`config.mk`:
```
export PLATFORM = sky130hd
export DESIGN_NAME = pe_status_gen
export DESIGN_NICKNAME = d
export VERILOG_FILES = /design/src/rtl/pe_stat_pkg.sv /design/src/rtl/pe_stat_strobe_edge.sv /design/src/rtl/pe_stat_tracker.sv /design/src/rtl/pe_stat_mux.sv /design/src/rtl/pe_status_gen.sv
export SDC_FILE = /design/constraint.sdc
export NUM_CORES = 1
export LEC_CHECK = 0
export BUFFER_PORTS_ARGS = -buffer_cell sky130_fd_sc_hd__clkbuf_2
export CORE_AREA = 2 2 39 41
export CTS_BUF_LIST = sky130_fd_sc_hd__clkbuf_4
export CTS_CLUSTER_DIAMETER = 50
export DETAILED_ROUTE_END_ITERATION = 8
export DIE_AREA = 0 0 41 43
export HOLD_SLACK_MARGIN = 0.06
export PLACE_DENSITY = 0.78
export SKIP_CTS_REPAIR_TIMING = 1
export SYNTH_ARGS = -nofsm -noshare
export SYNTH_HDL_FRONTEND = slang
export SYNTH_HIERARCHICAL = 1
export SYNTH_SLANG_ARGS = --single-unit
```
`constraint.sdc`:
```
create_clock -name clk -period 3.2 [get_ports clk]
set_input_delay 0.16 -clock clk [delete_from_list [all_inputs] [get_ports clk]]
set_output_delay 0.16 -clock clk [all_outputs]
set_load 0.005 [all_outputs]
```
`src/rtl/pe_stat_pkg.sv`:
```
package pe_stat_pkg;
   localparam int unsigned POLL_POS = 7;
   localparam int unsigned TOGL_POS = 6;
   localparam int unsigned FAIL_POS = 5;
   localparam int unsigned MIN_DW   = 8;

   typedef enum logic {
      OP_PROGRAM = 1'b0,
      OP_ERASE   = 1'b1
   } op_kind_t;

   typedef struct packed {
      logic poll;
      logic togl;
      logic fail;
   } stat_bits_t;
endpackage

```
`src/rtl/pe_stat_strobe_edge.sv`:
```
module pe_stat_strobe_edge #(
   parameter bit ACTIVE_HIGH = 1'b1
) (
   input  logic clk,
   input  logic rst_n,
   input  logic stb_i,
   output logic access_o
);
   logic lvl;
   logic lvl_q;

   generate
      if (ACTIVE_HIGH) begin : g_hi
         assign lvl = stb_i;
      end else begin : g_lo
         assign lvl = ~stb_i;
      end
   endgenerate

   always_ff @(posedge clk or negedge rst_n) begin
      if (!rst_n) lvl_q <= 1'b0;
      else        lvl_q <= lvl;
   end

   assign access_o = lvl & ~lvl_q;

   // one access per strobe assertion, never two in a row
   a_r4_single_access: assert property (@(posedge clk) disable iff (!rst_n)
      access_o |=> !access_o);
endmodule

```
`src/rtl/pe_stat_tracker.sv`:
```
module pe_stat_tracker
   import pe_stat_pkg::*;
(
   input  logic       clk,
   input  logic       rst_n,
   input  logic       busy_i,
   input  logic       op_erase_i,
   input  logic       tgt_d7_i,
   input  logic       tmo_i,
   input  logic       access_i,
   input  logic       reset_cmd_i,
   output logic       show_o,
   output stat_bits_t bits_o
);
   logic     busy_q;
   logic     start;
   logic     togl_q;
   logic     fail_q;
   logic     d7_q;
   op_kind_t kind_q;

   assign start  = busy_i & ~busy_q;
   assign show_o = busy_i | fail_q;

   always_ff @(posedge clk or negedge rst_n) begin
      if (!rst_n) begin
         busy_q <= 1'b0;
         togl_q <= 1'b0;
         fail_q <= 1'b0;
         d7_q   <= 1'b0;
         kind_q <= OP_PROGRAM;
      end else begin
         busy_q <= busy_i;
         if (start) begin
            togl_q <= 1'b0;
            fail_q <= 1'b0;
            d7_q   <= tgt_d7_i;
            kind_q <= op_kind_t'(op_erase_i);
         end else begin
            if (access_i && show_o) togl_q <= ~togl_q;
            if (busy_i && tmo_i)    fail_q <= 1'b1;
            else if (reset_cmd_i)   fail_q <= 1'b0;
         end
      end
   end

   assign bits_o.poll = (kind_q == OP_ERASE) ? 1'b0 : ~d7_q;
   assign bits_o.togl = togl_q;
   assign bits_o.fail = fail_q;

   // a new operation begins with the toggle cleared
   a_r5_start_clears: assert property (@(posedge clk) disable iff (!rst_n)
      start |=> !togl_q);
   // a read access during status inverts the toggle
   a_r4_toggle_flip: assert property (@(posedge clk) disable iff (!rst_n)
      (access_i && show_o && !start) |=> (togl_q != $past(togl_q)));
   // a timeout pulse while idle leaves the fail flag low
   a_r6_idle_tmo: assert property (@(posedge clk) disable iff (!rst_n)
      (!busy_i && !fail_q && !reset_cmd_i) |=> !fail_q);
   // failure is held until a reset command or a new start
   a_r7_fail_sticky: assert property (@(posedge clk) disable iff (!rst_n)
      (fail_q && !reset_cmd_i && !start) |=> fail_q);
endmodule

```
`src/rtl/pe_stat_mux.sv`:
```
module pe_stat_mux
   import pe_stat_pkg::*;
#(
   parameter int unsigned DW = 16
) (
   input  logic          clk,
   input  logic          rst_n,
   input  logic          show_i,
   input  stat_bits_t    bits_i,
   input  logic [DW-1:0] arr_i,
   output logic [DW-1:0] data_o
);
   localparam int unsigned HI_W = DW - POLL_POS - 1;

   logic [FAIL_POS-1:0] lo_part;
   assign lo_part = arr_i[FAIL_POS-1:0];

   generate
      if (HI_W > 0) begin : g_hi
         always_comb begin
            data_o = arr_i;
            if (show_i)
               data_o = {arr_i[DW-1:POLL_POS+1], bits_i.poll, bits_i.togl, bits_i.fail, lo_part};
         end
      end else begin : g_nohi
         always_comb begin
            data_o = arr_i;
            if (show_i) data_o = {bits_i.poll, bits_i.togl, bits_i.fail, lo_part};
         end
      end
   endgenerate

   // idle means pass-through
   a_r1_idle_pass: assert property (@(posedge clk) disable iff (!rst_n)
      !show_i |-> (data_o == arr_i));
   // bits outside the status field follow the array
   a_r8_lo_pass: assert property (@(posedge clk) disable iff (!rst_n)
      show_i |-> (data_o[FAIL_POS-1:0] == arr_i[FAIL_POS-1:0]));
endmodule

```
`src/rtl/pe_status_gen.sv`:
```
module pe_status_gen
   import pe_stat_pkg::*;
#(
   parameter int unsigned DW         = 16,
   parameter bit          STB_ACT_HI = 1'b1
) (
   input  logic          clk,
   input  logic          rst_n,
   input  logic          busy_i,
   input  logic          op_erase_i,
   input  logic          tgt_d7_i,
   input  logic          tmo_i,
   input  logic          rd_stb_i,
   input  logic          reset_cmd_i,
   input  logic [DW-1:0] arr_data_i,
   output logic [DW-1:0] rd_data_o
);
   initial begin
      if (DW < MIN_DW) $error("pe_status_gen: DW must be at least %0d", MIN_DW);
   end

   logic       access;
   logic       show;
   stat_bits_t bits;

   pe_stat_strobe_edge #(.ACTIVE_HIGH(STB_ACT_HI)) u_edge (
      .clk(clk), .rst_n(rst_n), .stb_i(rd_stb_i), .access_o(access));

   pe_stat_tracker u_trk (
      .clk(clk), .rst_n(rst_n), .busy_i(busy_i), .op_erase_i(op_erase_i),
      .tgt_d7_i(tgt_d7_i), .tmo_i(tmo_i), .access_i(access),
      .reset_cmd_i(reset_cmd_i), .show_o(show), .bits_o(bits));

   pe_stat_mux #(.DW(DW)) u_mux (
      .clk(clk), .rst_n(rst_n), .show_i(show), .bits_i(bits),
      .arr_i(arr_data_i), .data_o(rd_data_o));

   // erase polls as zero on bit 7
   a_r3_erase_poll: assert property (@(posedge clk) disable iff (!rst_n)
      (busy_i && $past(busy_i) && $past(op_erase_i) && $past(busy_i) != $past(busy_i, 2) && !bits.fail)
      |-> (rd_data_o[POLL_POS] == 1'b0));
endmodule

```
# Yosys cells after proc, flatten, opt, wreduce, memory -nomap -nowiden
# Index checks and enable logic that the tools add are counted.
# word_totals
out_inout_bits	16
in_bits	24
wordCells	24
register_bits	6
# op_classes
muxes	7
n_reduce_logical	4
n_bitwise	7
# ops
op	count
8-bit two-way mux	1
1-bit two-way mux	6
1-bit inverter	4
3-bit nonzero test	1
1-bit bitwise AND	2
1-bit logical AND	2
2-bit nonzero test	1
1-bit bitwise OR	1

# Longest topological paths before layout
# Gate-level depths: netlist of the first run.
# logic_depth
depth_word	5
mapped_depth	3
ltp_nobuf	3

# By module
# Netlist of the first run, hierarchy kept.
# modules_own_cells
mod	area_per_inst_um2	seq_area_each_um2	instances	cells_per_inst
pe_stat_tracker	239.0	125.1	1	20
pe_stat_mux	131.4	0.0	1	16
pe_stat_strobe_edge	38.8	25.0	1	2

# Worst setup path after synthesis of the first run
# Ideal clock, no wire load.
# synth_timing
path_kind	reg-to-output
startpoint	register u_trk.fail_q
endpoint	output port rd_data_o[5]
path_stages_with_launch	3
slack_ps	2077
arrival_ps	963
required_ps	3040
n_path_buf	0
path_cell_list	dfrtp_1 -> or2_2 -> mux2_2
# synth_between
elab_chain_cells	2
# synth_rtl
element	line	source
start, declared	pe_stat_tracker.sv:18	logic fail_q;
start signal, assigned	pe_stat_tracker.sv:29	fail_q <= 1'b0;
start signal, assigned	pe_stat_tracker.sv:36	fail_q <= 1'b0;
start signal, assigned	pe_stat_tracker.sv:41	if (busy_i && tmo_i) fail_q <= 1'b1;
1-bit bitwise OR	pe_stat_tracker.sv:23	assign show_o = busy_i | fail_q;
via show	pe_status_gen.sv:23	logic show;
8-bit two-way mux	pe_stat_mux.sv:22	if (show_i)
end, declared	pe_status_gen.sv:16	output logic [DW-1:0] rd_data_o
# The timed path passes the listed nets, and every way through them passes these cells.

# Worst setup path after layout of the first run
# layout_timing
startpoint	register u_trk.fail_q
endpoint	output port rd_data_o[6]
# Same word-level chain as after synthesis.

==> results of run 1 <==
## how the worst min path moves through the flow
stage	from	endpoint	slack (ns)	cells past startpoint
after floorplan	rst_n	u_edge/lvl_q$_DFF_PN0_	-0.14	0
after global placement	rst_n	u_edge/lvl_q$_DFF_PN0_	-0.01	1
after detailed placement	rst_n	u_trk/d7_q$_DFFE_PN0P_	-0.005	1
after CTS	rst_n	u_trk/fail_q$_DFFE_PN0P_	-0.26	1
after global routing	busy_i	u_trk/busy_q$_DFF_PN0_	0.10	1
final	busy_i	u_trk/busy_q$_DFF_PN0_	0.10	1
## cell usage after synthesis, types with 2 or more instances
cell	number	area, sq um
buf_4	15	113
dfrtp_1	6	150
mux2_2	3	33.8
mux2_4	2	30.0
## layout make-up
class | count | area, sq um | share of cell area
clock buffer | 3 | 22.5 | 0.0531
inverter | 1 | 3.75 | 0.00885
multi-input combinational | 16 | 143 | 0.336
timing repair buffer | 15 | 85.1 | 0.201
sequential | 6 | 150 | 0.354
tap | 16 | 20.0 | 0.0472
## cell families (layout without fill, tap and decap cells)
logic type,after synthesis,after routing,synth area share
buffers and inverters,16,19,0.284
AOI/OAI and AO/OA,4,4,0.0703
muxes,5,5,0.156
and+or+nand+nor,7,7,0.122
DFF,6,6,0.367
## power by group through the flow
stage	Sequential (mW)	Combinational [mW]	Clock, mW
2_1_floorplan	0.0893	0.0386	0
3_3_place_gp	0.0901	0.0361	0
3_5_place_dp	0.0913	0.0372	0
4_1_cts	0.0903	0.0376	0.0692
5_1_grt	0.0912	0.0429	0.0753
6_report	0.0901	0.0384	0.0659
## metrics by stage
stage	worst slack, ns	std cells	util	area (sq um)	hold slack, ns
finish	1.69	57	0.307	424	0.103
detailed placement	1.94	52	0.276	382	-0.00456
CTS	1.68	55	0.292	404	-0.260
global route	1.62	57	0.307	424	0.100
floorplan	2.08	38	-	409	-0.136
global placement	1.95	52	0.276	382	-0.0133
## worst register-to-register path, delay by kind of cell, from the launching register on
kind	cells	cell delay [ns]
DFF	1	0.36
muxes	1	0.30
and+or+nand+nor	1	0.27
## layer usage
| metal | part of all wire | vias to the layer above | global-route usage |
|---|---|---|---|
| li1 | - | 119 | - |
| met3 | 0.13 | 2 | 0.0471 |
| met2 | 0.52 | 15 | 0.134 |
| met4 | 0.011 | 0 | 0.113 |
| met5 | 0 | - | 0 |
| met1 | 0.34 | 115 | 0.0894 |
## sequential cells by signal, summed over array words and instances (netlist names)
signal and cells:
u_trk/busy_q 1, u_edge/lvl_q 1, u_trk/fail_q 1, u_trk/togl_q 1, u_trk/kind_q 1, u_trk/d7_q 1
==> flow_metrics.tcl, run 1 <==
set metrics [dict create \
    grt_overflow 0 \
    fin_nets 67 \
    critical_path_depth 3 \
    r2r_slack_ns 2.14 \
    layout_commonest_cell "clkbuf_2" \
    die_w_microns 41 \
    syn_avg_cell_area_sq_um 10.8 \
    antenna_found_initial 0 \
    firstDrtPassIters 1 \
    required_ns 3.04 \
    cp_max_fo 5 \
    status "complete, no violations" \
    p_per_area_mw_per_mm2 459 \
    grt.total_usage 0.0973 \
    power_mw 0.195 \
    port_buffers 13 \
    path_cells "or2_2 > mux2_2 > clkbuf_2" \
    leakage_nw 0.220 \
    final-setup-viol-count 0 \
    r2r_cells 2 \
    routed_via_density 4.40 \
    period_needed_ns 1.51 \
    start_kind "flip-flop" \
    final_cell_mix "13 x clkbuf_2, 6 x dfrtp_1, 3 x clkbuf_4, 3 x mux2_2" \
    path_class "flip-flop to primary output" \
    clk_path_buf_depth 2 \
    peakVddDrop_mv 0.160 \
    drc_errors 0 \
    drive_gt1_frac 0.585 \
    drt-initial-drc-count 0 \
    grt_max_degree 7 \
    grt_pass1_vias 236 \
    area_growth_pct 3.67 \
    hold_path_class "input port to flip-flop" \
    cts_sinks 6 \
    routed_wl_microns 702 \
    combPwrFrac 0.198 \
    core_area_sq_mm 0.00138 \
    ys_seq_area_frac 0.367 \
    start_util 0.296 \
    critical_path.endpoint "rd_data_o[6]" \
    synth_edf_count 0 \
    rsz0062_at_grt "false" \
    crit_path_end_kind "primary output" \
    grt_pass1_wl_microns 1070 \
    crit_buf_inv 1 \
    synth_ff_type "dfrtp_1" \
    die_y_microns 43 \
    clockPowerShare 0.339 \
    gp_congestion 0.676 \
    htree_levels 1 \
    crit_slowest_cell "dfrtp_1" \
    internal_power_mw 0.151 \
    ys_ff_latch 6 \
    max-cap-violations 0 \
    p_seq_frac 0.463 \
    io-pin-count 40 \
    vias 251 \
    async_reset_ff_frac 1.00 \
    netlist_instances 38 \
    reg2reg_from "u_trk/busy_q$_DFF_PN0_" \
    drt.antenna.violating_nets 0 \
    syn_nets 62 \
    wl_per_cell_microns 12.3 \
    synthDistinctLibCells 16 \
    fin_tns_setup_ns 0 \
    cts_tree "yes" \
    hold_violations 0 \
    p_sw_frac 0.223 \
    antenna_cells 0 \
    crit_start "u_trk/fail_q$_DFFE_PN0P_" \
    r2r_end "u_trk/d7_q$_DFFE_PN0P_" \
    critPathTopFamily "flip-flops" \
    period_share 0.472 \
    clk_pin_slew_worst_paths_ns 0.04 \
    cts_buffers 3 \
    fmax_mhz 662 \
    syn-cell-area_sq_um 409 \
    finClkSkew_ns 0.00508 \
    worstPathArrival_ns 1.35 \
    die_area_sq_mm 0.00176 \
    num_rows 14 \
    slew_viol_final 0 \
    root_buffer "clkbuf_4" \
    synth_warnings 6 \
    p_sw_mw 0.0433 \
    clk_latency_ns 0.24 \
    worstMarginPinSlew_ns 0.263 \
    fillCellCount 148 \
    worst_slew_margin_rel 0.825 \
    slowest_delay_ns 0.40 \
]
No activity file was read; power rests on OpenSTA's default activity.
==> run 2, diff against run 1 <==
==> constraint.sdc (replaced) <==
create_clock -name clk -period 1.6 [get_ports clk]
set_input_delay 0.08 -clock clk [delete_from_list [all_inputs] [get_ports clk]]
set_output_delay 0.08 -clock clk [all_outputs]
set_load 0.005 [all_outputs]
==> flow_metrics.tcl, run 2 (synthesis gave the netlist of run 1 again) <==
set metrics [dict create \
    worstPathArrival_ns 1.35 \
    fin_tns_setup_ns 0 \
    start_kind "flip-flop" \
    final-setup-viol-count 0 \
    required_ns 1.52 \
    period_needed_ns 1.43 \
    period_share 0.894 \
    grt_max_degree 7 \
    layout_commonest_cell "clkbuf_2" \
    drt.antenna.violating_nets 0 \
    drc_errors 0 \
    drive_gt1_frac 0.571 \
    grt_pass1_wl_microns 1070 \
    finClkSkew_ns 0.00480 \
    cts_buffers 3 \
    leakage_nw 0.224 \
    final_cell_mix "13 x clkbuf_2, 6 x dfrtp_1, 3 x clkbuf_4, 3 x dlygate4sd3_1, 3 x mux2_2" \
    status "complete, no violations" \
    slew_viol_final 0 \
    antenna_cells 0 \
    crit_path_end_kind "primary output" \
    port_buffers 13 \
    die_w_microns 41 \
    area_growth_pct 6.12 \
    p_per_area_mw_per_mm2 901 \
    min_to "u_trk/fail_q$_DFFE_PN0P_" \
    wl_per_cell_microns 12.2 \
    firstDrtPassIters 1 \
    core_area_sq_mm 0.00138 \
    hold_path_class "input port to flip-flop" \
    cts_sinks 6 \
    cp_max_fo 5 \
    min_delay_path_depth 3 \
    reg2reg_from "u_trk/busy_q$_DFF_PN0_" \
    peakVddDrop_mv 0.321 \
    r2r_slack_ns 0.54 \
    gp_congestion 0.676 \
    clk_pin_slew_worst_paths_ns 0.04 \
    hold_violations 0 \
    grt.total_usage 0.0973 \
    cts_tree "yes" \
    routed_wl_microns 705 \
    fin_cells 58 \
    r2r_cells 2 \
    io-pin-count 40 \
    root_buffer "clkbuf_4" \
    vias 253 \
    max-cap-violations 0 \
    htree_levels 1 \
    grt_pass1_vias 236 \
    r2r_end "u_trk/d7_q$_DFFE_PN0P_" \
    rsz0062_at_grt "false" \
    crit_start "u_trk/fail_q$_DFFE_PN0P_" \
    worst_slew_margin_rel 0.825 \
    clk_latency_ns 0.24 \
    start_util 0.296 \
    fmax_mhz 699 \
    dp_cells 52 \
    path_class "flip-flop to primary output" \
    antenna_found_initial 0 \
    die_area_sq_mm 0.00176 \
    grt_overflow 0 \
    clk_path_buf_depth 2 \
    fin_nets 68 \
    drt-initial-drc-count 0 \
    num_rows 14 \
    die_y_microns 43 \
    worstMarginPinSlew_ns 0.263 \
    routed_via_density 4.36 \
    hold_ws_ns 0.0702 \
    hold_start "tmo_i" \
]
[run 2: power by group]
group / total, mW / internal [mW] / switching (mW)
Sequential: 0.180 / 0.168 / 0.0122
Combinational: 0.0786 / 0.0514 / 0.0272
Clock: 0.132 / 0.0844 / 0.0477
[run 2: layout make-up]
| type | instances | area (sq um) |
|---|---|---|
| clock buffer | 3 | 22.5 |
| fill | 148 | 950 |
| inverter | 1 | 3.75 |
| multi-input combinational | 16 | 143 |
| sequential | 6 | 150 |
| tap | 16 | 20.0 |
| timing repair buffer | 16 | 95.1 |
[run 2: routing by layer]
layer | up-vias | global-route usage | part of all wire
met3 | 2 | 0.0471 | 0.13
met1 | 115 | 0.0894 | 0.34
met4 | 0 | 0.113 | 0.011
li1 | 121 | - | -
met5 | - | 0 | 0
met2 | 15 | 0.134 | 0.52
[run 2: per-stage QoR]
stage / power, mW / utilization / cell area, sq um / setup slack (ns)
finish: 0.391 / 0.314 / 434 / 0.169
global route: 0.421 / 0.314 / 434 / 0.100
CTS: 0.394 / 0.292 / 404 / 0.158
detailed placement: 0.257 / 0.276 / 382 / 0.424
global placement: 0.252 / 0.276 / 382 / 0.434
floorplan: 0.256 / - / 409 / 0.557
[run 2: worst max-delay path by stage]
stage / endpoint / slack, ns / depth (start not counted)
2_1_floorplan: rd_data_o[5] / 0.56 / 2
3_5_place_dp: rd_data_o[6] / 0.42 / 3
3_3_place_gp: rd_data_o[6] / 0.43 / 3
4_1_cts: rd_data_o[6] / 0.16 / 3
5_1_grt: rd_data_o[6] / 0.10 / 3
6_report: rd_data_o[6] / 0.17 / 3
[run 2: worst max-delay path, stage by stage (launching register included)]
cell,delay [ns]
dfrtp_1,0.40
or2_2,0.32
mux2_2,0.28
clkbuf_2,0.11
